`src/rtl/cal_pkg.sv`:
```
package cal_pkg;
  localparam int unsigned ENTRY_W   = 32;
  localparam int unsigned ENTRY_VLD = 31;
  localparam int unsigned OFS_W     = 16;

  typedef enum logic [1:0] {
    ST_IDLE = 2'd0,
    ST_READ = 2'd1,
    ST_WAIT = 2'd2
  } lk_state_e;
endpackage

```
`src/rtl/bit_gather.sv`:
```
module bit_gather #(
  parameter int unsigned W = 16
) (
  input  logic [W-1:0] in_i,
  input  logic [W-1:0] mask_i,
  output logic [W-1:0] out_o,
  output logic         spill_o
);
  localparam int unsigned RW = (W > 1) ? $clog2(W) : 1;

  logic [RW-1:0] rank [W];

  // rank of bit i = number of mask bits below it
  for (genvar i = 0; i < W; i++) begin : g_rank
    localparam logic [W-1:0] BELOW = (i == 0) ? '0 : ({W{1'b1}} >> (W - i));
    assign rank[i] = RW'($countones(mask_i & BELOW));
  end

  always_comb begin
    out_o = '0;
    for (int i = 0; i < W; i++) begin
      if (mask_i[i]) out_o[rank[i]] = in_i[i];
    end
  end

  assign spill_o = |(in_i & ~mask_i);
endmodule

```
`src/rtl/vc_addr_calc.sv`:
```
module vc_addr_calc #(
  parameter int unsigned ADDR_W = 32,
  parameter int unsigned OFS_W  = 16,
  parameter int unsigned PTR_W  = 16
) (
  input  logic [ADDR_W-1:0] base_i,
  input  logic [OFS_W-1:0]  ofs_i,
  input  logic [PTR_W-1:0]  ptr_i,
  output logic [ADDR_W-1:0] addr_o
);
  logic [ADDR_W-1:0] ofs_b, ptr_b;

  assign ofs_b  = ADDR_W'({ofs_i, 2'b00});
  assign ptr_b  = ADDR_W'({ptr_i, 2'b00});
  assign addr_o = base_i + ofs_b + ptr_b;
endmodule

```
`src/rtl/stat_sat_counter.sv`:
```
module stat_sat_counter #(
  parameter int unsigned CNT_W = 32
) (
  input  logic             clk_i,
  input  logic             rst_ni,
  input  logic             inc_i,
  output logic [CNT_W-1:0] cnt_o
);
  always_ff @(posedge clk_i or negedge rst_ni) begin
    if (!rst_ni)                   cnt_o <= '0;
    else if (inc_i && ~&cnt_o)     cnt_o <= cnt_o + 1'b1;
  end
endmodule

```
`src/rtl/lookup_ctrl.sv`:
```
module lookup_ctrl
  import cal_pkg::*;
#(
  parameter int unsigned ID_W   = 17,
  parameter int unsigned VCI_W  = 16,
  parameter int unsigned ADDR_W = 32
) (
  input  logic              clk_i,
  input  logic              rst_ni,
  input  logic              cell_valid_i,
  output logic              cell_ready_o,
  input  logic [ID_W-1:0]   id_i,
  input  logic [VCI_W-1:0]  vci_i,
  input  logic [ID_W-1:0]   vp_mask_i,
  input  logic [VCI_W-1:0]  vc_mask_i,
  input  logic [ADDR_W-1:0] base_i,
  input  logic              check_i,
  output logic [ID_W-1:0]   cap_id_o,
  output logic [VCI_W-1:0]  cap_vci_o,
  output logic [ID_W-1:0]   cap_vp_mask_o,
  output logic [VCI_W-1:0]  cap_vc_mask_o,
  output logic [ADDR_W-1:0] cap_base_o,
  output logic              vpt_rd_o,
  input  logic              vpt_rvalid_i,
  input  logic              entry_vld_i,
  input  logic              spill_i,
  input  logic [ADDR_W-1:0] addr_i,
  output logic              res_valid_o,
  output logic [ADDR_W-1:0] res_addr_o,
  output logic              res_discard_o,
  output logic              stat_pulse_o,
  output logic              stat_inc_o
);
  lk_state_e state_q, state_d;
  logic      cap_check_q;
  logic      accept, finish, discard_d;

  assign cell_ready_o = (state_q == ST_IDLE);
  assign accept       = cell_valid_i && cell_ready_o;
  assign vpt_rd_o     = (state_q == ST_READ);
  assign finish       = (state_q == ST_WAIT) && vpt_rvalid_i;
  assign discard_d    = !entry_vld_i || (cap_check_q && spill_i);
  assign stat_inc_o   = finish && discard_d;

  always_comb begin
    state_d = state_q;
    unique case (state_q)
      ST_IDLE: if (accept)       state_d = ST_READ;
      ST_READ:                   state_d = ST_WAIT;
      ST_WAIT: if (vpt_rvalid_i) state_d = ST_IDLE;
      default:                   state_d = ST_IDLE;
    endcase
  end

  always_ff @(posedge clk_i or negedge rst_ni) begin
    if (!rst_ni) begin
      state_q       <= ST_IDLE;
      cap_id_o      <= '0;
      cap_vci_o     <= '0;
      cap_vp_mask_o <= '0;
      cap_vc_mask_o <= '0;
      cap_base_o    <= '0;
      cap_check_q   <= 1'b0;
      res_valid_o   <= 1'b0;
      res_addr_o    <= '0;
      res_discard_o <= 1'b0;
      stat_pulse_o  <= 1'b0;
    end else begin
      state_q      <= state_d;
      res_valid_o  <= finish;
      stat_pulse_o <= stat_inc_o;
      if (accept) begin
        cap_id_o      <= id_i;
        cap_vci_o     <= vci_i;
        cap_vp_mask_o <= vp_mask_i;
        cap_vc_mask_o <= vc_mask_i;
        cap_base_o    <= base_i;
        cap_check_q   <= check_i;
      end
      if (finish) begin
        res_addr_o    <= addr_i;
        res_discard_o <= discard_d;
      end
    end
  end
endmodule

```
`src/rtl/cell_addr_lookup.sv`:
```
module cell_addr_lookup
  import cal_pkg::*;
#(
  parameter int unsigned PHY_W  = 5,
  parameter int unsigned VPI_W  = 12,
  parameter int unsigned VCI_W  = 16,
  parameter int unsigned ADDR_W = 32,
  parameter int unsigned CNT_W  = 32,
  localparam int unsigned ID_W  = PHY_W + VPI_W
) (
  input  logic              clk_i,
  input  logic              rst_ni,
  input  logic              cell_valid_i,
  output logic              cell_ready_o,
  input  logic [PHY_W-1:0]  cell_phy_i,
  input  logic [VPI_W-1:0]  cell_vpi_i,
  input  logic [VCI_W-1:0]  cell_vci_i,
  input  logic [ID_W-1:0]   cfg_vp_mask_i,
  input  logic [VCI_W-1:0]  cfg_vc_mask_i,
  input  logic [ADDR_W-1:0] cfg_vct_base_i,
  input  logic              cfg_check_unused_i,
  output logic              vpt_rd_o,
  output logic [ID_W-1:0]   vpt_addr_o,
  input  logic              vpt_rvalid_i,
  input  logic [ENTRY_W-1:0] vpt_rdata_i,
  output logic              res_valid_o,
  output logic [ADDR_W-1:0] res_addr_o,
  output logic              res_discard_o,
  output logic              stat_pulse_o,
  output logic [CNT_W-1:0]  stat_count_o
);
  logic [ID_W-1:0]   cap_id, cap_vp_mask;
  logic [VCI_W-1:0]  cap_vci, cap_vc_mask, vc_ptr;
  logic [ADDR_W-1:0] cap_base, addr_calc;
  logic              vp_spill, vc_spill, stat_inc;

  lookup_ctrl #(.ID_W(ID_W), .VCI_W(VCI_W), .ADDR_W(ADDR_W)) i_ctrl (
    .clk_i        (clk_i),
    .rst_ni       (rst_ni),
    .cell_valid_i (cell_valid_i),
    .cell_ready_o (cell_ready_o),
    .id_i         ({cell_phy_i, cell_vpi_i}),
    .vci_i        (cell_vci_i),
    .vp_mask_i    (cfg_vp_mask_i),
    .vc_mask_i    (cfg_vc_mask_i),
    .base_i       (cfg_vct_base_i),
    .check_i      (cfg_check_unused_i),
    .cap_id_o     (cap_id),
    .cap_vci_o    (cap_vci),
    .cap_vp_mask_o(cap_vp_mask),
    .cap_vc_mask_o(cap_vc_mask),
    .cap_base_o   (cap_base),
    .vpt_rd_o     (vpt_rd_o),
    .vpt_rvalid_i (vpt_rvalid_i),
    .entry_vld_i  (vpt_rdata_i[ENTRY_VLD]),
    .spill_i      (vp_spill | vc_spill),
    .addr_i       (addr_calc),
    .res_valid_o  (res_valid_o),
    .res_addr_o   (res_addr_o),
    .res_discard_o(res_discard_o),
    .stat_pulse_o (stat_pulse_o),
    .stat_inc_o   (stat_inc)
  );

  bit_gather #(.W(ID_W)) i_vp_gather (
    .in_i   (cap_id),
    .mask_i (cap_vp_mask),
    .out_o  (vpt_addr_o),
    .spill_o(vp_spill)
  );

  bit_gather #(.W(VCI_W)) i_vc_gather (
    .in_i   (cap_vci),
    .mask_i (cap_vc_mask),
    .out_o  (vc_ptr),
    .spill_o(vc_spill)
  );

  vc_addr_calc #(.ADDR_W(ADDR_W), .OFS_W(OFS_W), .PTR_W(VCI_W)) i_addr (
    .base_i(cap_base),
    .ofs_i (vpt_rdata_i[OFS_W-1:0]),
    .ptr_i (vc_ptr),
    .addr_o(addr_calc)
  );

  stat_sat_counter #(.CNT_W(CNT_W)) i_cnt (
    .clk_i (clk_i),
    .rst_ni(rst_ni),
    .inc_i (stat_inc),
    .cnt_o (stat_count_o)
  );
endmodule

```
`config.mk`:
```
export PLATFORM = sky130hd
export DESIGN_NAME = cell_addr_lookup
export DESIGN_NICKNAME = d
export VERILOG_FILES = /design/src/rtl/cal_pkg.sv /design/src/rtl/bit_gather.sv /design/src/rtl/vc_addr_calc.sv /design/src/rtl/stat_sat_counter.sv /design/src/rtl/lookup_ctrl.sv /design/src/rtl/cell_addr_lookup.sv
export SDC_FILE = /design/constraint.sdc
export NUM_CORES = 1
export LEC_CHECK = 0
export ABC_AREA = 1
export BUFFER_PORTS_ARGS = -buffer_cell sky130_fd_sc_hd__clkbuf_2
export CAP_MARGIN = 0
export CORE_ASPECT_RATIO = 1.4
export CORE_MARGIN = 2
export CORE_UTILIZATION = 40
export CTS_BUF_LIST = sky130_fd_sc_hd__clkbuf_8
export DETAILED_ROUTE_END_ITERATION = 10
export SYNTH_ARGS = -nofsm -noshare
export SYNTH_HDL_FRONTEND = slang
export SYNTH_SLANG_ARGS = --single-unit
```
`constraint.sdc`:
```
create_clock -name clk_i -period 8.2 [get_ports clk_i]
set_clock_uncertainty 0.05 [all_clocks]
set_input_delay 1.64 -clock clk_i [delete_from_list [all_inputs] [get_ports clk_i]]
set_output_delay 1.64 -clock clk_i [all_outputs]
set_load 0.01 [all_outputs]
```
==> flow_metrics.env, run 1 <==
export IMPL_status="finished clean"
export IMPL_avgSynthCellArea_um2=5.99
export IMPL_grt_max_degree=89
export IMPL_hpwl_um=54500
export IMPL_yosysTopAreaCell="nand2_1"
export IMPL_finalCritPeriodShare=0.940
export IMPL_finalWirelength_um=67300
export IMPL_syn_nets=3569
export IMPL_htree_levels=4
export IMPL_antenna_found_initial=3
export IMPL_timing_fmax_mhz=130
export IMPL_core_area_um2=48900
export IMPL_cts_tree="built"
export IMPL_routedWlPerCell_um=16.3
export IMPL_cp_end_kind="flop"
export IMPL_portBuffers=205
export IMPL_syn_cell_area_um2=19700
export IMPL_worstHoldStart="i_ctrl.cap_base_o[1]"
export IMPL_synthFlopType="dfrtp_1"
export IMPL_yosysSeqAreaShare=0.213
export IMPL_io_pins=221
export IMPL_path_delay_family="adder cells"
export IMPL_cpMostUsedCell="inv_1"
export IMPL_synth_seq_cells=168
export IMPL_cts_root_buffer="clkbuf_8"
export IMPL_finalSetupViolCount=0
export IMPL_synth_commonest_cells="1144 x nand2_1, 527 x inv_1, 305 x nand3_1, 237 x o21ai_0, 225 x nor2_1"
export IMPL_nets=3761
export IMPL_layout_drive_gt1_share=0.100
export IMPL_cts_sinks=168
export IMPL_num_vias=21000
export IMPL_clockBufferDepth=2
export IMPL_synth_cell_type_count=56
export IMPL_grt_pass1_vias=20600
export IMPL_hp_class="reg -> reg"
export IMPL_nFillCells=5370
export IMPL_synth_enable_flop_cells=0
export IMPL_drv_slew=0
export IMPL_synth_top_area_frac=0.218
export IMPL_cp_required_ns=8.55
export IMPL_grt_overflow_total=0
export IMPL_rsz0062_at_grt="true"
export IMPL_vias_per_cell=5.06
export IMPL_cpMaxStageDelayCell="fa_1"
export IMPL_maxCapViolations=0
export IMPL_worstMarginPinSlew_ns=1.06
export IMPL_rows=96
export IMPL_fin_tns_setup_ns=0
export IMPL_dr_pass1_iters=6
export IMPL_cp_start_kind="flop"
export IMPL_seqCellArea_um2=4200
export IMPL_initial_core_util=0.404
export IMPL_drt_initial_drc_count=1393
export IMPL_area_growth_pct=11.5
export IMPL_crit_start="i_ctrl.cap_vc_mask_o[0]"
export IMPL_rr_startpoint="i_ctrl.cap_vc_mask_o[0]"
export IMPL_ant_nets=0
export IMPL_arrival_ns=8.06
export IMPL_grt_pass1_wl_um=107000
export IMPL_cpPeakStageDelay_ns=0.59
export IMPL_yosys_warnings=0
export IMPL_grtUsageTotal=0.269
export IMPL_clkLatencyLatePin_ns=0.55
export IMPL_clkTransAtPathRegs_ns=0.11
export IMPL_timing_critical_path_buf_inv=7
export IMPL_synth_most_common_cell="nand2_1"
export IMPL_crit_type="reg -> reg"
export IMPL_max_slew_margin_rel=0.291
export IMPL_hold_viol=0
export IMPL_die_h_um=267
export IMPL_syn_inst=3293
export IMPL_synthTopCellsByArea="nand2_1 22%, dfrtp_1 21%, inv_1 10%"
export IMPL_multiInputGateArea_um2=13200
export IMPL_routabilityCongestion=0.959
export IMPL_period_needed_ns=7.71
export IMPL_cp_max_fo=6
export IMPL_async_reset_ff_frac=1.00
export IMPL_drc=0
export IMPL_cts_buffers=17
export IMPL_die_area_um2=51100
export IMPL_die_w_um=192
==> timing repair <==
item | in CTS | in global routing
endpoints found under the setup margin | 0 | 7
buffers inserted | 0 | 0
hold buffers | 0 | 0
gates resized for setup | 0 | 4
==> per-stage QoR <==
stage,cells,setup WS [ns],instance area (µm²),util,hold WS [ns]
after floorplan,3293,1.25,19700,-,0.392
after global placement,4103,0.545,21600,0.441,0.401
after detailed placement,4103,0.498,21600,0.441,0.402
after CTS,4135,0.423,22000,0.449,0.428
after global routing,4138,-0.0529,22000,0.450,0.466
final,4138,0.489,22000,0.450,0.424
==> cell families after synthesis <==
kind of cell             share of synthesized area
AND/OR/NAND/NOR                              0.412
XOR/XNOR                                    0.0351
buffers and inverters                        0.120
adder cells (fa/ha/maj)                      0.113
AO/OA/AOI/OAI                                0.107
flip-flops                                   0.213
==> area by class of cell <==
class | instances | area share
diodes | 3 | 0.000341
well taps | 637 | 0.0362
flip-flops and latches | 168 | 0.191
clock inverters | 14 | 0.00728
clock buffers | 18 | 0.0113
repair buffers | 244 | 0.0604
inverters | 549 | 0.0943
multi-input cells | 2505 | 0.599
==> routing by layer <==
layer  GRT usage  vias to the layer above  routed length (µm)
met5           0                        -                   0
met4       0.102                        0                2430
met3      0.0271                      108                2260
met2       0.490                      468               34600
met1       0.322                     9553               28000
li1            -                    10800                   -
==> worst paths after layout <==
| path | cells after the start | slack [ns] | to |
|---|---|---|---|
| max reg2reg | 32 | 0.49 | i_ctrl.res_addr_o[31] |
| min reg2reg | 2 | 0.42 | i_ctrl.res_addr_o[1] |
| min | 2 | 0.42 | i_ctrl.res_addr_o[1] |
| min in group asynchronous | 1 | 0.99 | i_ctrl.cap_vci_o[5] |
| max | 32 | 0.49 | i_ctrl.res_addr_o[31] |
| max in group asynchronous | 2 | 5.80 | i_ctrl.cap_base_o[31] |
==> worst reg2reg max path, delay by kind of cell, from the launching register on <==
kind            cells  cell delay [ns]
fa+ha+maj          10             3.82
flops               1             0.46
simple gates        7             1.04
buf+inv             7             0.82
xor+xnor            3             0.49
compound gates      5             0.88
==> state kept, by name, summed over array words and instances, names as in the netlist <==
register	flops
i_cnt.cnt_o	32
i_ctrl.res_discard_o	1
i_ctrl.cap_vci_o	16
i_ctrl.res_valid_o	1
i_ctrl.stat_pulse_o	1
i_ctrl.cap_check_q	1
i_ctrl.cap_id_o	17
i_ctrl.cap_base_o	32
i_ctrl.res_addr_o	32
i_ctrl.cap_vp_mask_o	17
i_ctrl.state_q	2
i_ctrl.cap_vc_mask_o	16
==> cells in the final DEF (no fill, tap or decap), types with 34 or more instances in the layout <==
cell	instances
nor3_1	106
inv_1	528
nor2_1	225
clkbuf_2	204
ha_1	79
nand4_1	41
dfrtp_1	168
buf_4	39
xor2_1	38
o21ai_0	236
nand3_1	304
a31oi_1	34
fa_1	62
nand2_1	1144
a21oi_1	62
Power of run 1 is left out: the tool's default activity adds up to more than one toggle a clock period on the data nets, which glitch-free logic cannot reach.
==> run 2: changes to the inputs <==
--- a/config.mk
+++ b/config.mk
@@ -13,6 +13,7 @@
 export CORE_UTILIZATION = 40
 export CTS_BUF_LIST = sky130_fd_sc_hd__clkbuf_8
 export DETAILED_ROUTE_END_ITERATION = 10
+export PLACE_DENSITY = 0.69
 export SYNTH_ARGS = -nofsm -noshare
 export SYNTH_HDL_FRONTEND = slang
 export SYNTH_SLANG_ARGS = --single-unit
==> run 2 against run 1 <==
  * Design area about the same
  * Critical path depth down 11
  * Sequential share of layout area about the same
  * Via count up 2.1%
  * Setup slack better by 0.052 ns
  * Non-clock buffer count down 1
  * First-iteration DRC count up 13%
  * Clock-buffer cell count unchanged
  * Utilization about the same
  * Routed wire length down 2.6%
  * Fmax up 0.68%
==> flow_metrics.env, run 2 (synthesis results as in run 1) <==
export IMPL_die_h_um=267
export IMPL_cts_buffers=17
export IMPL_die_w_um=192
export IMPL_top_regs="i_cnt.cnt_o: 32 flops, i_ctrl.cap_base_o: 32 flops, i_ctrl.res_addr_o: 32 flops"
export IMPL_clockBufferDepth=2
export IMPL_nFillCells=5272
export IMPL_crit_type="reg -> out"
export IMPL_period_needed_ns=7.66
export IMPL_rsz0062_at_grt="false"
export IMPL_arrival_ns=5.97
export IMPL_layout_commonest_cell="nand2_1"
export IMPL_maxCapViolations=0
export IMPL_core_area_um2=48900
export IMPL_finalSetupViolCount=0
export IMPL_portBuffers=205
export IMPL_cts_tree="built"
export IMPL_num_vias=21400
export IMPL_dr_pass1_iters=6
export IMPL_grt_pass1_vias=20600
export IMPL_antenna_found_initial=3
export IMPL_cp_required_ns=6.51
export IMPL_grt_overflow_total=0
export IMPL_ant_nets=0
export IMPL_seqCellArea_um2=4200
export IMPL_timing_fmax_mhz=131
export IMPL_cts_sinks=168
export IMPL_hp_class="reg -> reg"
export IMPL_routabilityCongestion=0.977
export IMPL_cp_start_kind="flop"
export IMPL_drc=0
export IMPL_cts_hold_fix_buffers=0
export IMPL_routedWlPerCell_um=15.8
export IMPL_status="finished clean"
export IMPL_cp_end_kind="output port"
export IMPL_grt_max_degree=106
export IMPL_nets=3760
export IMPL_grt_pass1_wl_um=105000
export IMPL_cts_root_buffer="clkbuf_8"
export IMPL_mostFrequentLayoutCells="1144 x nand2_1, 526 x inv_1, 304 x nand3_1, 236 x o21ai_0, 223 x nor2_1"
export IMPL_hold_viol=0
export IMPL_io_pins=221
export IMPL_finalWirelength_um=65500
export IMPL_hpwl_um=52700
export IMPL_vias_per_cell=5.17
export IMPL_cp_max_fo=8
export IMPL_initial_core_util=0.404
export IMPL_grtUsageTotal=0.259
export IMPL_clkTransAtPathRegs_ns=0.12
export IMPL_area_growth_pct=11.4
export IMPL_clkLatencyLatePin_ns=0.52
export IMPL_worstMarginPinSlew_ns=1.08
export IMPL_layout_drive_gt1_share=0.102
export IMPL_rows=96
export IMPL_drt_initial_drc_count=1576
export IMPL_max_slew_margin_rel=0.272
export IMPL_fin_tns_setup_ns=0
export IMPL_htree_levels=4
export IMPL_multiInputGateArea_um2=13200
export IMPL_drv_slew=0
export IMPL_finalCritPeriodShare=0.934
export IMPL_die_area_um2=51100
[run 2: cell count changes in the layout (fill, tap and decap cells not counted), moves of 2 or more]
| cell | before | now |
|---|---|---|
| nor2_1 | 225 | 223 |
| clkinv_2 | 0 | 2 |
| clkinv_8 | 2 | 0 |
| ha_2 | 0 | 2 |
| nor2_2 | 8 | 10 |
| inv_1 | 528 | 526 |
| inv_6 | 3 | 6 |
| ha_1 | 79 | 77 |
[run 2: per-stage QoR]
step	instance area [µm²]	utilization	setup WS, ns	instances	hold WS, ns
floorplan	19700	-	1.25	3293	0.392
global placement	21500	0.440	0.454	4097	0.402
detailed placement	21500	0.440	0.371	4097	0.416
CTS	21900	0.448	0.323	4129	0.408
global route	22000	0.449	0.0304	4137	0.462
finish	22000	0.449	0.541	4137	0.413
[run 2: repair_timing]
action	in CTS	in global routing
gates resized for setup	0	10
setup buffers	0	5
endpoints found under the setup margin	0	14
[run 2: layout make-up]
class,instances,share of cell area
clock buffer,18,0.0113
tap,637,0.0363
clock inverter,14,0.00575
sequential,168,0.191
antenna,3,0.000342
timing repair buffer,243,0.0601
inverter,549,0.0945
multi-input combinational,2505,0.600
[run 2: final timing paths]
check,startpoint,endpoint,slack [ns],depth (start not counted)
max,i_ctrl.cap_vp_mask_o[0],vpt_addr_o[1],0.54,21
min,i_ctrl.cap_base_o[1],i_ctrl.res_addr_o[1],0.41,2
max reg2reg,i_ctrl.cap_vc_mask_o[0],i_ctrl.res_addr_o[31],0.57,32
min reg2reg,i_ctrl.cap_base_o[1],i_ctrl.res_addr_o[1],0.41,2
max in group asynchronous,rst_ni,i_ctrl.cap_vci_o[1],5.45,2
min in group asynchronous,rst_ni,i_ctrl.res_addr_o[21],1.19,1
[run 2: per-layer routing]
metal  vias up  global-route usage  part of all wire
met4         0               0.117             0.043
met3       128              0.0225             0.047
met5         -                   0                 0
li1      10800                   -                 -
met2       612               0.458              0.50
met1      9839               0.317              0.40
[run 2: critical path, cell delays in order (launching register included)]
cell      delay, ns
dfrtp_1        0.47
inv_1          0.13
ha_1           0.36
inv_1          0.07
fa_1           0.44
inv_1          0.11
ha_1           0.37
fa_1           0.75
fa_1           0.51
ha_1           0.26
fa_1           0.40
o21bai_1       0.19
xnor2_1        0.19
inv_1          0.09
nor3_1         0.52
nand2_1        0.09
o21ai_0        0.10
inv_1          0.06
nand2_1        0.09
nand2_1        0.06
nand2_1        0.06
clkbuf_2       0.14
Power of run 2 is left out for the same reason.
==> run 3: changes to the inputs <==
--- a/config.mk
+++ b/config.mk
@@ -16,4 +16,5 @@
 export PLACE_DENSITY = 0.69
 export SYNTH_ARGS = -nofsm -noshare
 export SYNTH_HDL_FRONTEND = slang
+export SYNTH_HIERARCHICAL = 1
 export SYNTH_SLANG_ARGS = --single-unit
==> run 3 against run 2 <==
  * Register-to-register slack gained 0.32 ns
  * Cell count rose by 9.2%
  * Setup slack better by 0.14 ns
  * Routed wire length up 6.2%
  * Area after synthesis rose by 7.9%
  * Clock-buffer cell count fell by 1
  * Non-clock buffer count is 22 lower
  * Utilization fell by 1.1 points
  * First-iteration DRC count down 7.9%
  * Hold slack improved by 0.021 ns
  * Critical path type unchanged
  * Critical endpoint is now vpt_addr_o[14]
==> flow_metrics.env, run 3 <==
export IMPL_top_regs="i_cnt/cnt_o: 32 flops, i_ctrl/cap_base_o: 32 flops, i_ctrl/res_addr_o: 32 flops"
export IMPL_clkLatencyLatePin_ns=0.54
export IMPL_cts_hold_fix_buffers=0
export IMPL_drv_slew=0
export IMPL_r2r_cells=38
export IMPL_grt_overflow_total=0
export IMPL_yosysTopAreaCell="nand2_1"
export IMPL_timing_critical_path_buf_inv=7
export IMPL_synth_top_area_frac=0.234
export IMPL_cts_buffers=17
export IMPL_synth_top_family_by_area="simple AND/OR/NAND/NOR gates"
export IMPL_synth_seq_cells=168
export IMPL_initial_core_util=0.402
export IMPL_grt_pass1_wl_um=112000
export IMPL_synth_enable_flop_cells=0
export IMPL_min_path_cells=2
export IMPL_yosysSeqAreaShare=0.197
export IMPL_cts_root_buffer="clkbuf_8"
export IMPL_synth_cell_type_count=52
export IMPL_cpMaxStageDelayCell="fa_1"
export IMPL_fin_cells=4518
export IMPL_mostFrequentLayoutCells="1329 x nand2_1, 523 x inv_1, 419 x nand3_1, 396 x nor2_1, 203 x clkbuf_2"
export IMPL_yosys_area_share_adder=0.115
export IMPL_die_w_um=199
export IMPL_hold_viol=0
export IMPL_hpwl_um=56200
export IMPL_cp_start_kind="flop"
export IMPL_async_reset_ff_frac=1.00
export IMPL_synth_xor_area_frac=0.0237
export IMPL_synth_simple_area_share=0.478
export IMPL_avgSynthCellArea_um2=5.85
export IMPL_die_h_um=277
export IMPL_path_delay_family="adder cells"
export IMPL_nets=4087
export IMPL_cts_sinks=168
export IMPL_drc=0
export IMPL_synthFlopType="dfrtp_1"
export IMPL_layout_drive_gt1_share=0.0926
export IMPL_period_needed_ns=7.52
export IMPL_vias_per_cell=5.09
export IMPL_rsz0062_at_grt="false"
export IMPL_crit_type="reg -> out"
export IMPL_die_area_um2=55100
export IMPL_max_slew_margin_rel=0.279
export IMPL_drt_initial_drc_count=1452
export IMPL_syn_cell_area_um2=21300
export IMPL_htree_levels=4
export IMPL_timing_fmax_mhz=133
export IMPL_finalWirelength_um=69600
export IMPL_grt_pass1_vias=22300
export IMPL_antenna_found_initial=1
export IMPL_core_area_um2=52900
export IMPL_status="finished clean"
export IMPL_hp_class="reg -> reg"
export IMPL_syn_nets=3935
export IMPL_synth_mux_area_frac=0
export IMPL_grtUsageTotal=0.257
export IMPL_cp_required_ns=6.51
export IMPL_num_vias=23000
export IMPL_routedWlPerCell_um=15.4
export IMPL_cts_tree="built"
export IMPL_dp_cells=4485
export IMPL_postCtsSetupRepairBufs=0
export IMPL_finalSetupViolCount=0
export IMPL_area_growth_pct=9.10
export IMPL_crit_chain="inv_1 -> ha_1 -> inv_1 -> fa_1 -> inv_1 -> ha_1 -> ha_1 -> buf_4 -> fa_1 -> ha_1 -> inv_1 -> fa_1 -> xnor2_1 -> inv_1 -> nor2_1 -> nand2_1 -> nor2_1 -> a21oi_1 -> nand2_1 -> nand2_1 -> clkbuf_2"
export IMPL_clockBufferDepth=2
export IMPL_ant_nets=0
export IMPL_cpMostUsedCell="inv_1"
export IMPL_routabilityCongestion=0.961
export IMPL_clkTransAtPathRegs_ns=0.11
export IMPL_syn_inst=3638
export IMPL_cp_max_fo=8
export IMPL_io_pins=221
export IMPL_synthTopCellsByArea="nand2_1 23%, dfrtp_1 20%, nand3_1 9.9%"
export IMPL_rows=100
export IMPL_fin_tns_setup_ns=0
export IMPL_critical_path_depth=21
export IMPL_grt_max_degree=101
export IMPL_worstMarginPinSlew_ns=1.08
export IMPL_post_cts_resized=0
export IMPL_synth_commonest_cells="1329 x nand2_1, 523 x inv_1, 419 x nand3_1, 396 x nor2_1, 168 x dfrtp_1"
export IMPL_arrival_ns=5.83
export IMPL_yosys_warnings=6
export IMPL_portBuffers=205
export IMPL_cp_end_kind="output port"
export IMPL_cpPeakStageDelay_ns=0.64
export IMPL_synth_most_common_cell="nand2_1"
export IMPL_finalCritPeriodShare=0.916
export IMPL_dr_pass1_iters=8
export IMPL_maxCapViolations=0
export IMPL_layout_commonest_cell="nand2_1"
export IMPL_synth_compound_area_share=0.0634
run 3: cell types whose count changed after synthesis, sizes merged, moves of 18 or more:
cell    before   now
nand3      311   433
nor2       243   425
xnor2       32    14
ha          79   105
a21oi       64    98
nor3       107    79
o21ai      247   112
nand4       42    66
buf         19    59
clkbuf      52    29
nand2     1161  1357
a31oi       34     5
run 3: worst paths after layout:
path | start | end | slack (ns)
max | i_ctrl/cap_vp_mask_o[0] | vpt_addr_o[14] | 0.68
max in group asynchronous | rst_ni | i_cnt/cnt_o[0] | 5.61
min reg2reg | i_ctrl/cap_base_o[1] | i_ctrl/cap_base_o[1] | 0.43
min in group asynchronous | rst_ni | i_ctrl/res_addr_o[1] | 1.11
max reg2reg | i_ctrl/cap_vc_mask_o[1] | i_ctrl/res_addr_o[23] | 0.89
min | i_ctrl/cap_base_o[1] | i_ctrl/cap_base_o[1] | 0.43
run 3: per-layer routing:
metal  vias to the layer above  global-route usage  share of wire  wire [µm]
met3                       185              0.0263          0.046       3200
met1                     10400               0.299           0.40      28100
met4                         0               0.134          0.052       3580
li1                      11700                   -              -          -
met2                       697               0.460           0.50      34700
met5                         -                   0              0          0
run 3: worst min-delay path, cell delays in order (launching register included):
cell,delay [ns]
dfrtp_1,0.36
nand2_1,0.06
nand2_1,0.04
run 3: area by class of cell:
type | instances | area (µm²)
Fill cell | 5834 | 29700
Multi-Input combinational cell | 2840 | 14500
Sequential cell | 168 | 4200
Inverter | 542 | 2030
Timing Repair Buffer | 221 | 1160
Tap cell | 714 | 893
Clock buffer | 17 | 234
Clock inverter | 15 | 215
Antenna cell | 1 | 2.50
run 3: logic make-up after synthesis:
family | count (synthesis)
compound gates | 246
simple gates | 2382
fa+ha+maj | 162
flops | 168
xor+xnor | 50
buf+inv | 630
run 3: through the flow:
stage | utilization | setup slack (ns) | hold slack, ns | cell area [µm²]
2_1_floorplan | - | 1.67 | 0.390 | 21300
3_3_place_gp | 0.430 | 1.01 | 0.405 | 22800
3_5_place_dp | 0.430 | 0.942 | 0.410 | 22800
4_1_cts | 0.439 | 0.643 | 0.436 | 23200
5_1_grt | 0.439 | 0.262 | 0.459 | 23200
6_report | 0.439 | 0.685 | 0.434 | 23200
Power of run 3 is left out for the same reason.
